**src/rtl/dacfe_pkg.sv**
```systemverilog
package dacfe_pkg;
  localparam int unsigned BUS_AW = 3;
  localparam int unsigned BUS_DW = 16;

  typedef enum logic [BUS_AW-1:0] {
    OFS_RATE_LO = 3'd0,
    OFS_RATE_HI = 3'd1,
    OFS_L_LO    = 3'd2,
    OFS_L_HI    = 3'd3,
    OFS_R_LO    = 3'd4,
    OFS_R_HI    = 3'd5
  } reg_ofs_e;
endpackage

```
**src/rtl/dacfe_regs.sv**
```systemverilog
module dacfe_regs
  import dacfe_pkg::*;
#(
  parameter int unsigned ACC_W = 20,
  parameter int unsigned SMP_W = 24
) (
  input  logic              clk,
  input  logic              rst_n,
  input  logic              sel,
  input  logic              wr,
  input  logic [BUS_AW-1:0] addr,
  input  logic [BUS_DW-1:0] wdata,
  output logic [BUS_DW-1:0] rdata,
  output logic [ACC_W-1:0]  rate,
  output logic [SMP_W-1:0]  left_pend,
  output logic [SMP_W-1:0]  right_pend,
  output logic              ack_wr
);
  localparam int unsigned RHI_W = ACC_W - BUS_DW;
  localparam int unsigned LO_W  = SMP_W - BUS_DW;

  logic [BUS_DW-1:0] rlo_q, lhi_q, rhi_q;
  logic [RHI_W-1:0]  rhigh_q;
  logic [LO_W-1:0]   llo_q, rlo8_q;

  logic wen_rlo, wen_rhi, wen_llo, wen_lhi, wen_r8, wen_rh;
  logic [BUS_DW-1:0] rd_mux;

  always_comb begin
    wen_rlo = sel && wr && (addr == OFS_RATE_LO);
    wen_rhi = sel && wr && (addr == OFS_RATE_HI);
    wen_llo = sel && wr && (addr == OFS_L_LO);
    wen_lhi = sel && wr && (addr == OFS_L_HI);
    wen_r8  = sel && wr && (addr == OFS_R_LO);
    wen_rh  = sel && wr && (addr == OFS_R_HI);
  end

  always_ff @(posedge clk or negedge rst_n) begin
    if (!rst_n) begin
      rlo_q   <= '0;
      rhigh_q <= '0;
      llo_q   <= '0;
      lhi_q   <= '0;
      rlo8_q  <= '0;
      rhi_q   <= '0;
    end else begin
      if (wen_rlo) rlo_q   <= wdata;
      if (wen_rhi) rhigh_q <= wdata[RHI_W-1:0];
      if (wen_llo) llo_q   <= wdata[BUS_DW-1 -: LO_W];
      if (wen_lhi) lhi_q   <= wdata;
      if (wen_r8)  rlo8_q  <= wdata[BUS_DW-1 -: LO_W];
      if (wen_rh)  rhi_q   <= wdata;
    end
  end

  always_comb begin
    rd_mux = '0;
    case (addr)
      OFS_RATE_LO: rd_mux = rlo_q;
      OFS_RATE_HI: rd_mux[RHI_W-1:0] = rhigh_q;
      OFS_L_LO:    rd_mux[BUS_DW-1 -: LO_W] = llo_q;
      OFS_L_HI:    rd_mux = lhi_q;
      OFS_R_LO:    rd_mux[BUS_DW-1 -: LO_W] = rlo8_q;
      OFS_R_HI:    rd_mux = rhi_q;
      default:     rd_mux = '0;
    endcase
    rdata = (sel && !wr) ? rd_mux : '0;
  end

  assign rate       = {rhigh_q, rlo_q};
  assign left_pend  = {lhi_q, llo_q};
  assign right_pend = {rhi_q, rlo8_q};
  assign ack_wr     = wen_lhi;

  AST_RATE_HI_ONLY_LOW: assert property (@(posedge clk) disable iff (!rst_n)
    (wen_rhi && !wen_rlo) |=> (rate[BUS_DW-1:0] == $past(rate[BUS_DW-1:0])));
endmodule

```
**src/rtl/dacfe_rate_core.sv**
```systemverilog
module dacfe_rate_core #(
  parameter int unsigned ACC_W = 20,
  parameter int unsigned PRE_W = 7
) (
  input  logic             clk,
  input  logic             rst_n,
  input  logic [ACC_W-1:0] rate,
  output logic             roll,
  output logic             strobe,
  output logic             aclk_en
);
  logic [PRE_W-1:0] pre_q, pre_d;
  logic [ACC_W-1:0] acc_q, acc_d;
  logic [ACC_W:0]   sum;
  logic             run, step, strobe_d;

  always_comb begin
    run      = |rate;
    step     = run && (pre_q == {PRE_W{1'b1}});
    pre_d    = run ? (pre_q + 1'b1) : '0;
    sum      = {1'b0, acc_q} + {1'b0, rate};
    acc_d    = step ? sum[ACC_W-1:0] : acc_q;
    roll     = step && sum[ACC_W];
    strobe_d = roll;
  end

  always_ff @(posedge clk or negedge rst_n) begin
    if (!rst_n) begin
      pre_q  <= '0;
      acc_q  <= '0;
      strobe <= 1'b0;
    end else begin
      pre_q  <= pre_d;
      if (step) acc_q <= acc_d;
      strobe <= strobe_d;
    end
  end

  assign aclk_en = run;

  AST_IDLE_NO_STROBE: assert property (@(posedge clk) disable iff (!rst_n)
    (rate == '0) |=> !strobe);
  AST_IDLE_ACC_HOLD: assert property (@(posedge clk) disable iff (!rst_n)
    (rate == '0) |=> $stable(acc_q));
  AST_IDLE_PRE_CLEAR: assert property (@(posedge clk) disable iff (!rst_n)
    (rate == '0) |=> (pre_q == '0));
endmodule

```
**src/rtl/dacfe_hold.sv**
```systemverilog
module dacfe_hold #(
  parameter int unsigned SMP_W = 24
) (
  input  logic             clk,
  input  logic             rst_n,
  input  logic             roll,
  input  logic             ack,
  input  logic [SMP_W-1:0] left_pend,
  input  logic [SMP_W-1:0] right_pend,
  output logic [SMP_W-1:0] left_out,
  output logic [SMP_W-1:0] right_out,
  output logic             irq
);
  logic copy, irq_d;

  always_comb begin
    copy  = roll && !irq;
    irq_d = roll ? 1'b1 : (ack ? 1'b0 : irq);
  end

  always_ff @(posedge clk or negedge rst_n) begin
    if (!rst_n) begin
      left_out  <= '0;
      right_out <= '0;
      irq       <= 1'b0;
    end else begin
      if (copy) begin
        left_out  <= left_pend;
        right_out <= right_pend;
      end
      irq <= irq_d;
    end
  end

  AST_REPEAT_HOLD: assert property (@(posedge clk) disable iff (!rst_n)
    (roll && irq) |=> ($stable(left_out) && $stable(right_out)));
  AST_ACK_CLEARS: assert property (@(posedge clk) disable iff (!rst_n)
    (ack && !roll) |=> !irq);
endmodule

```
**src/rtl/dacfe_top.sv**
```systemverilog
module dacfe_top
  import dacfe_pkg::*;
#(
  parameter int unsigned ACC_W = 20,
  parameter int unsigned PRE_W = 7,
  parameter int unsigned SMP_W = 24
) (
  input  logic              clk,
  input  logic              rst_n,
  input  logic              bus_sel,
  input  logic              bus_wr,
  input  logic [BUS_AW-1:0] bus_addr,
  input  logic [BUS_DW-1:0] bus_wdata,
  output logic [BUS_DW-1:0] bus_rdata,
  output logic              smp_strobe,
  output logic [SMP_W-1:0]  left_out,
  output logic [SMP_W-1:0]  right_out,
  output logic              aclk_en,
  output logic              irq
);
  logic [ACC_W-1:0] rate;
  logic [SMP_W-1:0] left_pend, right_pend;
  logic             ack_wr, roll;

  dacfe_regs #(.ACC_W(ACC_W), .SMP_W(SMP_W)) u_regs (
    .clk(clk), .rst_n(rst_n), .sel(bus_sel), .wr(bus_wr), .addr(bus_addr),
    .wdata(bus_wdata), .rdata(bus_rdata), .rate(rate),
    .left_pend(left_pend), .right_pend(right_pend), .ack_wr(ack_wr)
  );

  dacfe_rate_core #(.ACC_W(ACC_W), .PRE_W(PRE_W)) u_core (
    .clk(clk), .rst_n(rst_n), .rate(rate), .roll(roll),
    .strobe(smp_strobe), .aclk_en(aclk_en)
  );

  dacfe_hold #(.SMP_W(SMP_W)) u_hold (
    .clk(clk), .rst_n(rst_n), .roll(roll), .ack(ack_wr),
    .left_pend(left_pend), .right_pend(right_pend),
    .left_out(left_out), .right_out(right_out), .irq(irq)
  );

  AST_STROBE_SETS_IRQ: assert property (@(posedge clk) disable iff (!rst_n)
    smp_strobe |-> irq);
endmodule

```
**config.mk**
```make
export PLATFORM = sky130hd
export DESIGN_NAME = dacfe_top
export DESIGN_NICKNAME = d
export VERILOG_FILES = /design/src/rtl/dacfe_pkg.sv /design/src/rtl/dacfe_regs.sv /design/src/rtl/dacfe_rate_core.sv /design/src/rtl/dacfe_hold.sv /design/src/rtl/dacfe_top.sv
export SDC_FILE = /design/constraint.sdc
export NUM_CORES = 1
export LEC_CHECK = 0
export BUFFER_PORTS_ARGS = -buffer_cell sky130_fd_sc_hd__buf_2
export CAP_MARGIN = 20
export CORE_UTILIZATION = 40
export CTS_CLUSTER_SIZE = 16
export DETAILED_ROUTE_END_ITERATION = 10
export PLACE_DENSITY = 0.56
export REMOVE_ABC_BUFFERS = 1
export SETUP_SLACK_MARGIN = 0.3
export SYNTH_ARGS = -nofsm -noshare
export SYNTH_HDL_FRONTEND = slang
export SYNTH_SLANG_ARGS = --single-unit
```
**constraint.sdc**
```tcl
create_clock -name clk -period 4.8 [get_ports clk]
set_input_delay 0.24 -clock clk [delete_from_list [all_inputs] [get_ports clk]]
set_output_delay 0.24 -clock clk [all_outputs]
set_load 0.01 [all_outputs]
```
==> impl_metrics.py, run 1 <==
metrics = {
    "outcome": {
        "outcome": "completed",
    },
    "synth": {
        "synth-edff-count": 0,
        "yosys.area.top_type": "dfrtp_1",
        "seq_area_frac_synth_pct": 50.5,
        "synth.distinct_cells": 57,
        "yosys.area.top_type_share_pct": 50.5,
        "ys.warnings.count": 0,
        "syn_avg_cell_area_sq_um": 11.9,
        "synth_area_leaders": "dfrtp_1, mux2_2, mux2_4",
        "synth_ff_type": "dfrtp_1",
        "postSynthCellCount": 606,
        "netlist_area_sq_um": 7190,
        "yosys_register_bits": 145,
        "ys_async_sr_fraction_pct": 100,
    },
    "power_and_ir_drop": {
        "pwr-share-comb_pct": 14.8,
        "power_leakage_nw": 4.04,
        "power.share.switching_pct": 28.3,
        "p_int_w": 0.00243,
        "pwr-share-clk_pct": 38.8,
        "pwr_density_cell_nw_per_um2": 403,
        "net-switching-power_w": 0.000961,
        "peakVddDrop_mv": 0.359,
        "pwr-share-seq_pct": 46.4,
    },
    "route": {
        "num_vias": 5022,
        "drt_iter0_markers": 332,
        "ant_nets": 0,
        "postRouteWirelength_mm": 17.2,
        "drc": 0,
        "viasPerCell": 5.39,
        "dr.pass1.iters": 5,
        "wl_per_cell_microns": 18.5,
    },
    "floorplanning": {
        "die-area_sq_um": 18500,
        "pin_count": 90,
        "initial_utilization_pct": 41.3,
        "die_h_microns": 136,
        "die_w_microns": 136,
        "rows": 48,
        "core_sq_um": 17400,
    },
    "worst_setup_path": {
        "end_kind": "flop",
        "timing.rr.end": "u_hold.left_out[0]",
        "r2r_cells": 8,
        "critPathMaxStageDelay_ns": 0.47,
        "criticalPathCategory": "reg -> reg",
        "r2r_slack_ns": 1.81,
        "slowest_stage": "dfrtp_1",
        "path_cells": "ha_1 -> and3_1 -> a221oi_4 -> o221ai_4 -> nand3_2 -> a211oi_4 -> buf_4 -> mux2_2",
        "worstSetupStartpointType": "flop",
        "cp_data_required_time_ns": 5.11,
        "cp.arrival_ns": 3.30,
        "r2r_start": "u_regs.rlo_q[5]",
        "crit_fanout": 32,
    },
    "global_routing": {
        "grt.overflow.total": 0,
        "grt_pass1_vias": 5254,
        "antenna_found_initial": 0,
        "grt_use_total_pct": 20.5,
        "grt_pass1_wl_mm": 28.7,
        "grt_max_degree": 93,
    },
    "min_path": {
        "hold_end": "u_regs.lhi_q[4]",
        "whs_path_depth": 2,
        "min_path_type": "in -> reg",
        "hold_start": "bus_wdata[4]",
    },
    "finish": {
        "fin_area_sq_um": 8410,
        "nNetsFinal": 738,
        "area_delta_synth_final_pct": 17.0,
        "diodes": 0,
        "drive_gt1_share_pct": 35.6,
    },
    "clocking": {
        "cts_made_buffers": 17,
        "clk_pin_slew_ns": 0.06,
        "h-tree-depth": 4,
        "root_buffer": "clkbuf_16",
        "clockBufferDepth": 2,
        "clkLatencyLatePin_ns": 0.42,
        "clock-sinks": 145,
        "cts_tree": "done",
    },
    "timing": {
        "tns_ns": 0,
        "fin_skew_ns": 0.0101,
        "period_needed_ns": 2.99,
        "fin_crit_sh_pct": 62.3,
        "tightest_slew_ns": 0.982,
        "finalMaxSlewViolations": 0,
        "rsz0062_at_grt": "false",
        "finalWorstSetupSlack_ns": 1.81,
        "setup_viol": 0,
        "max_freq_mhz": 335,
        "relSlewSlack_pct": 34.5,
        "finalHoldViolations": 0,
    },
    "placement": {
        "place_hpwl_mm": 12.2,
        "place.gp.congestion": 0.885,
        "placed_cell_area_sq_um": 7810,
        "preCtsSetupSlack_ns": 1.83,
        "port_buffers": 89,
    },
    "flow_run": {
        "max_cap_violations": 0,
    },
}
==> power groups by stage <==
stage	Clock, W	Combinational (W)	Sequential (W)
5_1_grt	0.00140	0.000571	0.00160
2_1_floorplan	0	0.000382	0.00152
6_report	0.00132	0.000502	0.00157
3_3_place_gp	0	0.000487	0.00159
4_1_cts	0.00134	0.000506	0.00158
3_5_place_dp	0	0.000502	0.00160
==> area by class of cell <==
class	instances	area, sq um
clock buffers	19	453
multi-input cells	429	3390
clock inverters	13	136
repair buffers	95	499
inverters	5	18.8
fillers	1583	9000
well taps	225	282
flip-flops and latches	145	3630
==> sequential cells by signal, summed over array words and instances (netlist names), 4 cells and up <==
signal and cells:
u_regs.rlo_q 16, u_regs.llo_q 8, u_regs.rhi_q 16, u_regs.lhi_q 16
u_core.acc_q 20, u_regs.rlo8_q 8, u_regs.rhigh_q 4, u_hold.right_out 24
u_hold.left_out 24, u_core.pre_q 7
==> synthesized netlist by cell type (all sizes together), types with 2 or more instances <==
cell / count
nand2: 46
mux2i: 13
nor2b: 4
o21ai: 27
nand3: 8
nand4: 2
clkbuf: 12
ha: 21
nor2: 47
or4: 2
a221oi: 2
xnor2: 8
a22oi: 12
o21a: 5
and2: 5
inv: 5
nor3: 8
dfrtp: 145
xor2: 10
o2111ai: 2
a31oi: 5
nor4: 6
o31ai: 2
a21o: 8
mux2: 116
and3: 8
a21oi: 42
a21boi: 2
buf: 15
or3b: 2
==> logic make-up (layout without fill, tap and decap cells) <==
kind of cell    after synthesis  count (layout)  share of synthesized area [%]
xor+xnor                     18              18                           2.19
buf+inv                      32             132                           2.47
mux                         129             129                           21.0
simple gates                143             143                           9.36
compound gates              117             117                           10.5
fa+ha+maj                    22              22                           3.93
flops                       145             145                           50.5
==> worst max-delay path: cells and delay by family (launching register included) <==
family / cells / cell delay, ns
compound gates: 3 / 0.65
flops: 1 / 0.47
buf+inv: 1 / 0.46
fa+ha+maj: 1 / 0.45
simple gates: 2 / 0.40
mux: 1 / 0.39
==> worst max path at each step <==
stage               cells past startpoint  slack (ns)            start                    to
global route                            8        1.69  u_regs.rlo_q[9]    u_hold.left_out[7]
detailed placement                      8        1.83  u_regs.rlo_q[5]  u_hold.right_out[19]
global placement                        9        1.88  u_regs.rlo_q[0]   u_hold.left_out[17]
finish                                  8        1.81  u_regs.rlo_q[5]    u_hold.left_out[0]
floorplan                               6        0.08  u_core.pre_q[0]    u_hold.left_out[0]
CTS                                     8        1.84  u_regs.rlo_q[5]    u_hold.left_out[0]
==> placed cells by master (no fill, tap or decap), drive strengths merged, types with 2 or more instances in the layout <==
cell type,Yosys,final
dfrtp,145,145
mux2,116,116
buf,15,94
nor2,47,47
nand2,46,46
a21oi,42,42
o21ai,27,27
ha,21,21
clkbuf,12,19
mux2i,13,13
a22oi,12,12
xor2,10,10
xnor2,8,8
a21o,8,8
and3,8,8
nand3,8,8
nor3,8,8
nor4,6,6
inv,5,6
clkinv,0,6
a31oi,5,5
o21a,5,5
and2,5,5
nor2b,4,4
clkinvlp,0,4
o31ai,2,2
nand4,2,2
o2111ai,2,2
or4,2,2
a21boi,2,2
bufinv,0,2
a221oi,2,2
or3b,2,2
==> per-stage QoR <==
step | hold WS [ns] | util (%) | power, W | instances
floorplan | -0.0556 | - | 0.00190 | 579
global placement | 0.374 | 44.9 | 0.00208 | 898
detailed placement | 0.394 | 44.9 | 0.00210 | 898
CTS | 0.0742 | 48.3 | 0.00343 | 931
global route | 0.0690 | 48.3 | 0.00357 | 931
finish | 0.0891 | 48.3 | 0.00339 | 931
==> layer usage <==
metal  GRT usage (%)  vias up  routed length [microns]
met5               0        -                        0
met4            5.25        0                      143
met3            4.81       11                      767
met2            33.4      112                     8360
met1            27.3     2531                     7950
li1                -     2368                        -
==> repair_timing <==
item                      CTS  global route
gates resized for setup     0             0
setup buffers               0             0
hold buffers                1             0
hold endpoints to repair   91             0
Note: power is estimated with default switching activity, not from simulation.
==> run 2: changes to the inputs <==
--- a/config.mk
+++ b/config.mk
@@ -10,7 +10,7 @@
 export CORE_UTILIZATION = 40
 export CTS_CLUSTER_SIZE = 16
 export DETAILED_ROUTE_END_ITERATION = 10
-export PLACE_DENSITY = 0.56
+export PLACE_DENSITY = 0.58
 export REMOVE_ABC_BUFFERS = 1
 export SETUP_SLACK_MARGIN = 0.3
 export SYNTH_ARGS = -nofsm -noshare
==> constraint.sdc (replaced) <==
create_clock -name clk -period 2.4 [get_ports clk]
set_input_delay 0.12 -clock clk [delete_from_list [all_inputs] [get_ports clk]]
set_output_delay 0.12 -clock clk [all_outputs]
set_load 0.01 [all_outputs]
==> impl_metrics.py, run 2 (synthesis gave the netlist of run 1 again) <==
metrics = {
    "power_and_ir_drop": {
        "power_leakage_nw": 4.65,
        "pwr_density_cell_nw_per_um2": 755,
        "total_power_w": 0.00735,
        "peakVddDrop_mv": 0.589,
    },
    "min_path": {
        "min_path_type": "in -> reg",
        "hold_end": "u_regs.lhi_q[12]",
        "whs_path_depth": 2,
        "hold_start": "bus_wdata[12]",
    },
    "timing": {
        "finalWorstSetupSlack_ns": -0.166,
        "fin_skew_ns": 0.00610,
        "relSlewSlack_pct": 54.4,
        "rsz0062_at_grt": "true",
        "period_needed_ns": 2.57,
        "max_freq_mhz": 390,
        "tightest_slew_ns": 0.677,
        "fin_crit_sh_pct": 107,
        "finalHoldViolations": 0,
        "setup_viol": 49,
        "tns_ns": -7.20,
        "finalMaxSlewViolations": 0,
    },
    "global_routing": {
        "grt.overflow.total": 0,
        "grt_pass1_vias": 5581,
        "grt_use_total_pct": 22.3,
        "grt_pass1_wl_mm": 30.9,
        "grt_max_degree": 86,
        "antenna_found_initial": 0,
    },
    "worst_setup_path": {
        "cp-startpoint": "u_regs.rlo_q[0]",
        "path_cells": "ha_2 -> fa_2 -> a21o_1 -> a221oi_4 -> o221ai_4 -> nand3_2 -> a211oi_4 -> buf_6 -> buf_16 -> mux2_4",
        "end_kind": "flop",
        "r2r_start": "u_regs.rlo_q[0]",
        "cp.arrival_ns": 2.87,
        "r2r_slack_ns": -0.17,
        "critPathMaxStageDelay_ns": 0.39,
        "worstSetupStartpointType": "flop",
        "slowest_stage": "dfrtp_1",
        "crit_fanout": 8,
        "timing.rr.end": "u_hold.left_out[18]",
        "cp_data_required_time_ns": 2.70,
        "r2r_cells": 10,
        "criticalPathCategory": "reg -> reg",
    },
    "route": {
        "wl_per_cell_microns": 18.8,
        "drt_iter0_markers": 323,
        "num_vias": 5524,
        "postRouteWirelength_mm": 19.5,
        "ant_nets": 0,
        "drc": 0,
        "viasPerCell": 5.33,
        "dr.pass1.iters": 5,
    },
    "clocking": {
        "clkLatencyLatePin_ns": 0.42,
        "clockBufferDepth": 2,
        "root_buffer": "clkbuf_16",
        "clk_pin_slew_ns": 0.06,
        "h-tree-depth": 4,
        "cts_tree": "done",
        "clock-sinks": 145,
        "cts_made_buffers": 17,
    },
    "placement": {
        "placed_cell_area_sq_um": 8420,
        "place_hpwl_mm": 13.9,
        "port_buffers": 89,
        "place.gp.congestion": 0.880,
    },
    "finish": {
        "mostFrequentLayoutCells": "dfrtp_1, mux2_2, buf_2",
        "drive_gt1_share_pct": 47.0,
        "area_delta_synth_final_pct": 35.3,
        "nNetsFinal": 844,
        "reg_top3": "u_hold.left_out (24), u_hold.right_out (24), u_core.acc_q (20)",
        "layout_commonest_cell": "dfrtp_1",
        "diodes": 0,
        "fill_cells": 1483,
        "fin_area_sq_um": 9730,
    },
    "floorplanning": {
        "die_h_microns": 136,
        "pin_count": 90,
        "initial_utilization_pct": 41.3,
        "die-area_sq_um": 18500,
        "die_w_microns": 136,
        "rows": 48,
        "core_sq_um": 17400,
    },
    "flow_run": {
        "max_cap_violations": 0,
    },
    "outcome": {
        "violations": "setup timing",
        "outcome": "finished with violations",
    },
}
[run 2: changes by cell type in the layout (fill, tap and decap cells not counted), sizes merged]
cell and delta:
buf +94, clkinv -3, dlygate4sd3 +11, clkbuf +4, clkinvlp -2, bufinv +1
[run 2: through the flow]
step                utilization, %  setup slack, ns  hold slack [ns]  std cells
CTS                           54.5           -0.190          0.00311       1026
finish                        55.8           -0.166           0.0179       1036
global placement              48.3           -0.218           0.0131        970
detailed placement            48.3           -0.234           0.0169        970
floorplan                        -            -2.32           -0.176        579
global route                  55.8           -0.245           0.0104       1036
[run 2: cell type report]
class	instances	area, sq um	share of cell area [%]
timing repair buffer	201	1530	15.7
sequential	145	3630	37.3
multi-input combinational	429	3680	37.8
tap	225	282	2.89
clock inverter	9	133	1.36
inverter	5	18.8	0.193
clock buffer	22	454	4.67
[run 2: worst max path at each step]
| stage | to | slack (ns) | cells after the start |
|---|---|---|---|
| after detailed placement | u_hold.right_out[0] | -0.23 | 9 |
| after global routing | u_hold.right_out[1] | -0.25 | 10 |
| after global placement | u_hold.left_out[13] | -0.22 | 9 |
| final | u_hold.left_out[18] | -0.17 | 10 |
| after CTS | u_hold.left_out[18] | -0.19 | 10 |
| after floorplan | u_hold.left_out[0] | -2.32 | 6 |
[run 2: where the power goes]
| part | total (W) | switching (W) | internal, W |
|---|---|---|---|
| registers | 0.00311 | 0.000316 | 0.00279 |
| logic | 0.00158 | 0.000741 | 0.000843 |
| clock network | 0.00265 | 0.000996 | 0.00166 |
| total | 0.00735 | 0.00205 | 0.00529 |
[run 2: per-layer routing]
layer	wire (microns)	vias up	GRT usage, %
met5	0	-	0
met4	299	0	7.84
met2	9280	147	35.3
met1	9100	2755	30.9
li1	-	2599	-
met3	841	23	3.36
[run 2: timing repair]
action                                  4_1_cts  5_1_grt
hold endpoints to repair                     62        0
setup buffers                                11        9
hold buffers                                 12        0
gates resized for setup                      56       31
endpoints found under the setup margin       71       63
gates cloned                                  2        1
pin swaps                                    17       17
[run 2: worst max-delay path, delay by kind of cell, from the launching register on]
family	cells	cell delay (ns)
buffers and inverters	2	0.31
AOI/OAI and AO/OA	4	0.80
adders and majority gates	2	0.55
muxes	1	0.29
DFF	1	0.39
and+or+nand+nor	1	0.12
==> run 3: changes to the inputs <==
--- a/config.mk
+++ b/config.mk
@@ -13,6 +13,8 @@
 export PLACE_DENSITY = 0.58
 export REMOVE_ABC_BUFFERS = 1
 export SETUP_SLACK_MARGIN = 0.3
+export SKIP_CTS_REPAIR_TIMING = 1
 export SYNTH_ARGS = -nofsm -noshare
 export SYNTH_HDL_FRONTEND = slang
 export SYNTH_SLANG_ARGS = --single-unit
+export TNS_END_PERCENT = 50
==> impl_metrics.py, run 3 (synthesis gave the netlist of run 1 again) <==
metrics = {
    "worst_setup_path": {
        "cp.arrival_ns": 2.86,
        "timing.rr.end": "u_hold.left_out[1]",
        "criticalPathCategory": "reg -> reg",
        "crit_fanout": 8,
        "cp_data_required_time_ns": 2.70,
        "r2r_start": "u_regs.rlo_q[0]",
        "r2r_slack_ns": -0.16,
        "r2r_cells": 10,
        "worstSetupStartpointType": "flop",
        "end_kind": "flop",
    },
    "route": {
        "dr.pass1.iters": 4,
        "wl_per_cell_microns": 18.8,
        "ant_nets": 0,
        "drc": 0,
        "drt_iter0_markers": 271,
        "postRouteWirelength_mm": 19.2,
        "num_vias": 5411,
        "viasPerCell": 5.32,
    },
    "floorplanning": {
        "pin_count": 90,
        "rows": 48,
        "die-area_sq_um": 18500,
        "core_sq_um": 17400,
        "die_h_microns": 136,
        "die_w_microns": 136,
        "initial_utilization_pct": 41.3,
    },
    "min_path": {
        "hold_end": "u_regs.rhi_q[9]",
        "hold_start": "bus_wdata[9]",
        "min_path_type": "in -> reg",
        "whs_path_depth": 2,
    },
    "global_routing": {
        "grt_pass1_wl_mm": 29.8,
        "grt_pass1_vias": 5462,
        "grt_max_degree": 86,
        "grt.overflow.total": 0,
        "antenna_found_initial": 0,
        "grt_use_total_pct": 21.4,
        "grt.met2_usage_pct": 33.8,
        "use_met1_pct": 29.9,
        "grt.met3_usage_pct": 2.98,
        "busiest_layer": "met2",
    },
    "finish": {
        "area_delta_synth_final_pct": 28.4,
        "diodes": 0,
        "mostFrequentLayoutCells": "dfrtp_1, mux2_2, buf_2",
        "drive_gt1_share_pct": 42.9,
        "layout_commonest_cell": "dfrtp_1",
        "fill_cells": 1540,
        "nNetsFinal": 826,
        "reg_top3": "u_hold.left_out (24), u_hold.right_out (24), u_core.acc_q (20)",
        "instances_no_fill": 1018,
        "postLayoutCoreUtil_pct": 53.0,
    },
    "power_and_ir_drop": {
        "peakVddDrop_mv": 0.581,
        "power_leakage_nw": 4.51,
        "total_power_w": 0.00714,
        "pwr_density_cell_nw_per_um2": 774,
    },
    "placement": {
        "place_inst": 970,
        "place_hpwl_mm": 13.9,
        "preCtsSetupSlack_ns": -0.234,
        "place.gp.congestion": 0.880,
        "port_buffers": 89,
    },
    "clocking": {
        "root_buffer": "clkbuf_16",
        "clkLatencyLatePin_ns": 0.42,
        "clk_pin_slew_ns": 0.06,
        "clockBufferDepth": 2,
        "clock-sinks": 145,
        "h-tree-depth": 4,
        "cts_made_buffers": 17,
        "cts_tree": "done",
    },
    "timing": {
        "max_freq_mhz": 391,
        "setup_viol": 48,
        "fin_crit_sh_pct": 107,
        "finalMaxSlewViolations": 0,
        "period_needed_ns": 2.56,
        "finalHoldViolations": 0,
        "relSlewSlack_pct": 54.1,
        "rsz0062_at_grt": "true",
        "finalWorstSetupSlack_ns": -0.157,
        "tightest_slew_ns": 0.681,
        "fin_skew_ns": 0.00563,
    },
    "flow_run": {
        "max_cap_violations": 0,
    },
    "outcome": {
        "outcome": "finished with violations",
        "violations": "setup timing",
    },
}
-- run 3: cell types whose count changed in the layout (fill, tap and decap cells not counted), sizes merged --
cell | before | now
buf | 188 | 176
clkbuf | 23 | 24
dlygate4sd3 | 12 | 5
-- run 3: stage by stage --
step,setup TNS (ns),hold WS [ns],area [sq um]
2_1_floorplan,-113.85,-0.176,7030
3_3_place_gp,-9.16,0.0131,8420
3_5_place_dp,-10.18,0.0169,8420
4_1_cts,-11.02,-0.434,9000
5_1_grt,-11.19,0.000534,9230
6_report,-6.57,0.000504,9230
-- run 3: cell type report --
class | instances | area, sq um | area share (%)
multi-input combinational | 429 | 3440 | 37.2
timing repair buffer | 183 | 1280 | 13.9
clock buffer | 22 | 454 | 4.92
inverter | 5 | 18.8 | 0.203
sequential | 145 | 3630 | 39.3
tap | 225 | 282 | 3.05
clock inverter | 9 | 133 | 1.44
-- run 3: worst max path at each step --
stage	cells past startpoint	startpoint	slack (ns)	to
after global placement	9	u_regs.rlo_q[0]	-0.22	u_hold.left_out[13]
after floorplan	6	u_core.pre_q[0]	-2.32	u_hold.left_out[0]
after detailed placement	9	u_regs.rlo_q[0]	-0.23	u_hold.right_out[0]
after global routing	10	u_regs.rlo_q[0]	-0.25	u_hold.right_out[18]
after CTS	9	u_regs.rlo_q[0]	-0.25	u_hold.left_out[14]
final	10	u_regs.rlo_q[0]	-0.16	u_hold.left_out[1]
-- run 3: report_power, final --
part | total [W] | internal, W | switching (W)
combinational | 0.00140 | 0.000740 | 0.000663
clock | 0.00265 | 0.00166 | 0.000996
sequential | 0.00309 | 0.00279 | 0.000298
-- run 3: critical path: stages (launching register included) --
cell and delay, ns:
dfrtp_1 0.39, ha_2 0.20, fa_2 0.33, a21o_1 0.22
a221oi_4 0.35, o221ai_4 0.14, nand3_2 0.12, a211oi_4 0.07
buf_4 0.18, clkbuf_16 0.17, mux2_2 0.27
-- run 3: layer usage --
layer / part of all wire (%) / wire length (microns)
met1: 47 / 9010
met2: 47 / 9020
met3: 4.7 / 899
met4: 1.3 / 247
met5: 0 / 0
